### config.mk
export PLATFORM = sky130hd
export DESIGN_NAME = pla_array
export DESIGN_NICKNAME = d
export VERILOG_FILES = /design/src/rtl/pla_pkg.sv /design/src/rtl/pla_cfg_shift.sv /design/src/rtl/pla_and_plane.sv /design/src/rtl/pla_or_plane.sv /design/src/rtl/pla_array.sv
export SDC_FILE = /design/constraint.sdc
export NUM_CORES = 2
export LEC_CHECK = 0
export BUFFER_PORTS_ARGS = -buffer_cell sky130_fd_sc_hd__buf_2
export CORE_MARGIN = 10
export CORE_UTILIZATION = 55
export CTS_CLUSTER_DIAMETER = 40
export DETAILED_ROUTE_END_ITERATION = 16
export HOLD_SLACK_MARGIN = 0.08
export PLACE_DENSITY = 0.83
export SLEW_MARGIN = 20
export SYNTH_ARGS = -nofsm -noshare
export SYNTH_HDL_FRONTEND = slang
export SYNTH_SLANG_ARGS = --single-unit
export TNS_END_PERCENT = 30
### constraint.sdc
create_clock -name clk -period 2 [get_ports clk]
set_input_delay 0.4 -clock clk [delete_from_list [all_inputs] [get_ports clk]]
set_output_delay 0.4 -clock clk [all_outputs]
set_load 0.05 [all_outputs]
### src/rtl/pla_pkg.sv
package pla_pkg;

  // Position of the enable bit for one literal of one term inside the AND plane.
  function automatic int lit_bit(input int term, input int inp, input int n_in, input bit cmp);
    return 2 * (term * n_in + inp) + (cmp ? 1 : 0);
  endfunction

  // Position of the connection bit for one term into one output, relative to the OR plane.
  function automatic int conn_bit(input int out, input int term, input int n_term);
    return out * n_term + term;
  endfunction

endpackage

### src/rtl/pla_cfg_shift.sv
module pla_cfg_shift #(
  parameter int W = 1288
) (
  input  logic         clk,
  input  logic         rst,
  input  logic         shift_en,
  input  logic         sdi,
  output logic [W-1:0] cfg_q
);

  always_ff @(posedge clk) begin
    if (rst) begin
      cfg_q <= '0;
    end else if (shift_en) begin
      cfg_q <= {cfg_q[W-2:0], sdi};
    end
  end

endmodule

### src/rtl/pla_and_plane.sv
module pla_and_plane
  import pla_pkg::*;
#(
  parameter int N_IN   = 16,
  parameter int N_TERM = 32,
  localparam int LIT_W = 2 * N_IN * N_TERM
) (
  input  logic [N_IN-1:0]   x,
  input  logic [LIT_W-1:0]  lit_en,
  output logic [N_TERM-1:0] term
);

  for (genvar t = 0; t < N_TERM; t++) begin : g_term
    logic [N_IN-1:0] miss;
    for (genvar i = 0; i < N_IN; i++) begin : g_lit
      localparam int POS_T = lit_bit(t, i, N_IN, 1'b0);
      localparam int POS_C = lit_bit(t, i, N_IN, 1'b1);
      // a literal blocks the product when its enabled form is false
      assign miss[i] = (lit_en[POS_T] & ~x[i]) | (lit_en[POS_C] & x[i]);
    end
    assign term[t] = ~|miss;
  end

endmodule

### src/rtl/pla_or_plane.sv
module pla_or_plane
  import pla_pkg::*;
#(
  parameter int N_TERM = 32,
  parameter int N_OUT  = 8,
  localparam int CONN_W = N_TERM * N_OUT
) (
  input  logic [N_TERM-1:0] term,
  input  logic [CONN_W-1:0] conn,
  input  logic [N_OUT-1:0]  invert,
  output logic [N_OUT-1:0]  f
);

  for (genvar o = 0; o < N_OUT; o++) begin : g_out
    logic [N_TERM-1:0] sel;
    for (genvar t = 0; t < N_TERM; t++) begin : g_sel
      localparam int POS = conn_bit(o, t, N_TERM);
      assign sel[t] = conn[POS] & term[t];
    end
    assign f[o] = (|sel) ^ invert[o];
  end

endmodule

### src/rtl/pla_array.sv
module pla_array #(
  parameter int N_IN   = 16,
  parameter int N_TERM = 32,
  parameter int N_OUT  = 8
) (
  input  logic             clk,
  input  logic             rst,
  input  logic             load_en,
  input  logic             cfg_sdi,
  input  logic [N_IN-1:0]  data_in,
  output logic [N_OUT-1:0] f_out
);

  localparam int AND_W = 2 * N_IN * N_TERM;
  localparam int OR_W  = N_TERM * N_OUT;
  localparam int CFG_W = AND_W + OR_W + N_OUT;

  logic [CFG_W-1:0]  cfg_q;
  logic [N_TERM-1:0] term_w;
  logic [N_OUT-1:0]  eval_w;

  pla_cfg_shift #(.W(CFG_W)) u_cfg (
    .clk      (clk),
    .rst      (rst),
    .shift_en (load_en),
    .sdi      (cfg_sdi),
    .cfg_q    (cfg_q)
  );

  pla_and_plane #(.N_IN(N_IN), .N_TERM(N_TERM)) u_and (
    .x      (data_in),
    .lit_en (cfg_q[AND_W-1:0]),
    .term   (term_w)
  );

  pla_or_plane #(.N_TERM(N_TERM), .N_OUT(N_OUT)) u_or (
    .term   (term_w),
    .conn   (cfg_q[AND_W +: OR_W]),
    .invert (cfg_q[AND_W+OR_W +: N_OUT]),
    .f      (eval_w)
  );

  always_ff @(posedge clk) begin
    if (rst || load_en) begin
      f_out <= '0;
    end else begin
      f_out <= eval_w;
    end
  end

endmodule

==> key figures <==
Finish
  • Combined flip-flop and latch cell area: 25,960 um2
  • Fin util: 65.99%
  • Final Instance Count excl. Fillers: 6,623
  • Final #Nets: 5,252
  • Multi-input logic area: 25,770 um2
  • Number of inserted diodes: 0
  • Fraction of final layout cells sized beyond drive strength 1: 12.22%
  • Area growth from synthesis to layout: 18.55%
  • Count of fill cells added during filler insertion: 6,706

Worst hold path
  • Worst Hold Launch: load_en
  • Hold depth: 3
  • Class of the most critical hold timing path: in2reg
  • Endpoint with the worst hold slack: u_cfg.cfg_q[1233]

Power
  • Share of power burned in the clock network: 50.4%
  • Leak Pwr: 0.02877 uW
  • Switching share of power: 22.88%
  • Internal power of the cells: 44,750 uW
  • VDD IR max: 0.8560 mV
  • Power density over the cells: 922.7 nW/um2
  • Comb power frac: 5.2%
  • Net switching power: 13,270 uW
  • Sequential Power Share: 44.5%

Drt
  • Overall via count from detail_route: 38.42k
  • Remaining number of nets flagged by the antenna check after routing: 0
  • Routed WL per cell: 20.38 um
  • Drt first pass iters: 6
  • DRT iter0 DRCs: 3,283
  • Via-to-Cell Ratio: 5.801
  • Total wire length: 135,000 um
  • Number of remaining DRC errors: 0

Synth
  • Mapped Area: 53,040 um2
  • Top area cells in the synthesized netlist: sky130_fd_sc_hd__dfxtp_1, sky130_fd_sc_hd__mux2i_1, sky130_fd_sc_hd__nor2_1
  • Leading post-synthesis cells by instance count: sky130_fd_sc_hd__mux2i_1, sky130_fd_sc_hd__dfxtp_1, sky130_fd_sc_hd__nor2_1
  • Number of enable flip-flop cells after synthesis: 0
  • Mapped Avg Cell Area: 10.42 um2
  • Cells after Synth: 5,089
  • Post-synthesis sequential area ratio: 48.91%
  • Register bit total from synthesis: 1,296
  • Dominant register cell in the synthesized netlist: sky130_fd_sc_hd__dfxtp_1
  • Number of warnings printed during yosys synthesis: 0
  • Most numerous cell in the Yosys netlist: sky130_fd_sc_hd__mux2i_1
  • Share of the synthesized area in the top cell type: 48.91%
  • Number of unique standard cell types used by synthesis: 15
  • Library cell occupying the most area in the post-synthesis netlist: sky130_fd_sc_hd__dfxtp_1
  • Async SR Flop Fraction: 0%
  • Mapped Nets: 5,109

Floorplan
  • Die outline area: 109,300 um2
  • Number of placement rows: 113
  • Die Span Y: 330.6 um
  • Width of the die: 330.6 um
  • Std-Cell Core Area: 95,290 um2
  • Starting density of the core: 55.66%
  • Io pins: 28

Placed design
  • Routability-driven placement congestion ratio: 0.8955
  • Inst Count DP: 6,341
  • Port-buffer cells: 27
  • Hpwl dp: 85,800 um
  • Dpl ws: -0.6952 ns

Clock network
  • Clock buffers created by TritonCTS: 150
  • Insertion delay of the later-clocked pin in the worst-skew pair: 0.76 ns
  • Maximum clock path buffer count: 3
  • Clock Pin Slew Worst Setup and Hold Paths: 0.07 ns
  • CTS H-tree lvls: 4
  • CTS Sinks: 1,296
  • Clock tree from TritonCTS: yes
  • Library cell used as clock root buffer: sky130_fd_sc_hd__clkbuf_16

Timing
  • Final-report hold violation count: 0
  • Slew headroom: 68.38%
  • Unrepaired setup endpoints after global routing: true
  • Final-layout setup total negative slack: -0.02060 ns
  • Final period demand of the worst path: 2.021 ns
  • PnR worst setup slack: -0.02060 ns
  • Fmax: 494.9 MHz
  • Number of max-slew violations in the final report: 0
  • Post-route clock period utilization: 101.0%
  • Largest clock skew in the final design: 0.02869 ns
  • Slew at the pin closest to its max-slew limit: 0.4743 ns
  • Number of failing setup endpoints in the final timing report: 1
  • Final hold slack: 0.1454 ns

Worst setup path
  • Worst EP required: 2.69 ns
  • Critical register-to-register path endpoint: f_out[6]
  • Crit Path Category: reg2reg
  • Startpoint of the worst register-to-register path: u_cfg.cfg_q[63]
  • Crit path DAT: 2.71 ns
  • Worst-path cell chain: mux2i_1 > nand4_1 > nor4_4 > buf_12 > a22oi_1 > nand4_1 > nor4_4 > mux2i_1
  • Delay contributed by the slowest stage of the critical path: 0.40 ns
  • Register-to-Register Path Depth: 8
  • Worst R2R Setup Slack: -0.02 ns
  • Standard cell with the maximum stage delay on the critical path: sky130_fd_sc_hd__nor4_4
  • Worst setup SP type: flop
  • Type of element capturing the critical path: flop
  • Worst Path Max Fanout: 8

Flow run
  • Maximum Capacitance Violations: 0

Status
  • Violations in the final reports: setup timing
  • Run status: finished with violations

Global route
  • Via count of the first global-routing pass: 38.76k
  • Largest net degree at the start of global routing: 72
  • Total global routing track utilization: 24.14%
  • Total grt overflow: 0
  • Initial antenna violation count: 1
  • Wire length of the first global-routing pass: 213,700 um
-- power groups by stage --
stage	clock network, uW	registers (uW)	logic (uW)
after floorplan	0	26400	1940
after global placement	0	26400	2920
after detailed placement	0	26400	2930
after CTS	29500	25800	2950
after global routing	30500	25800	3060
final	29200	25800	2990
-- worst max-delay path, delay by kind of cell (launching register included) --
kind	cells	cell delay (ns)
and+or+nand+nor	4	0.88
muxes	2	0.42
DFF	1	0.32
buffers and inverters	1	0.21
AOI/OAI and AO/OA	1	0.10
-- sequential cells by signal, indices dropped and copies added, names as in the netlist --
register	flops
f_out	8
u_cfg.cfg_q	1288
-- placed cells by master (no fill, tap or decap), drive strengths merged --
cell type	n
dfxtp	1296
buf	341
bufinv	22
clkinv	35
mux2i	1808
inv	24
dlygate4sd3	2
nand2	8
a22oi	128
nor4	40
clkinvlp	8
nand4	160
or3	8
nor2	1289
clkbuf	189
-- how the worst max path moves through the flow --
stage,from,end,depth (start not counted)
after floorplan,data_in[11],f_out[0],9
after global placement,data_in[15],f_out[6],9
after detailed placement,data_in[15],f_out[6],9
after CTS,u_cfg.cfg_q[748],f_out[6],9
after global routing,u_cfg.cfg_q[34],f_out[7],8
final,u_cfg.cfg_q[63],f_out[6],8
-- through the flow --
stage                     instance area (um2)  power, uW
final                                   62880      58020
after detailed placement                57370      29320
after global routing                    62880      59370
after CTS                               62820      58230
after floorplan                         53320      28330
after global placement                  57370      29310
-- metal layers --
layer  GRT usage [%]  share of wire, %  wire length, um
met1           30.36                42            57110
met2           40.11                47            63410
met3           4.162               5.9             8023
met4           11.27               4.7             6405
met5               0            0.0096               13
-- cell type report --
type | count | share of cell area (%)
flip-flops and latches | 1296 | 41.29
multi-input cells | 3441 | 40.98
repair buffers | 343 | 6.682
clock buffers | 189 | 6.508
well taps | 1265 | 2.517
clock inverters | 89 | 2.026
-- kinds of logic after synthesis --
kind of cell	share of synthesized area, %
buffers and inverters	3.133
DFF	48.91
AOI/OAI and AO/OA	1.812
and+or+nand+nor	12.03
muxes	34.12
-- timing repair --
item / CTS / global route
hold endpoints to repair: 28 / 0
setup endpoints to repair: 8 / 8
hold buffers: 2 / 0
pin swaps: 3 / 11
resized for setup: 4 / 23
buffers inserted: 2 / 0
(Power assumes the default switching activity.)
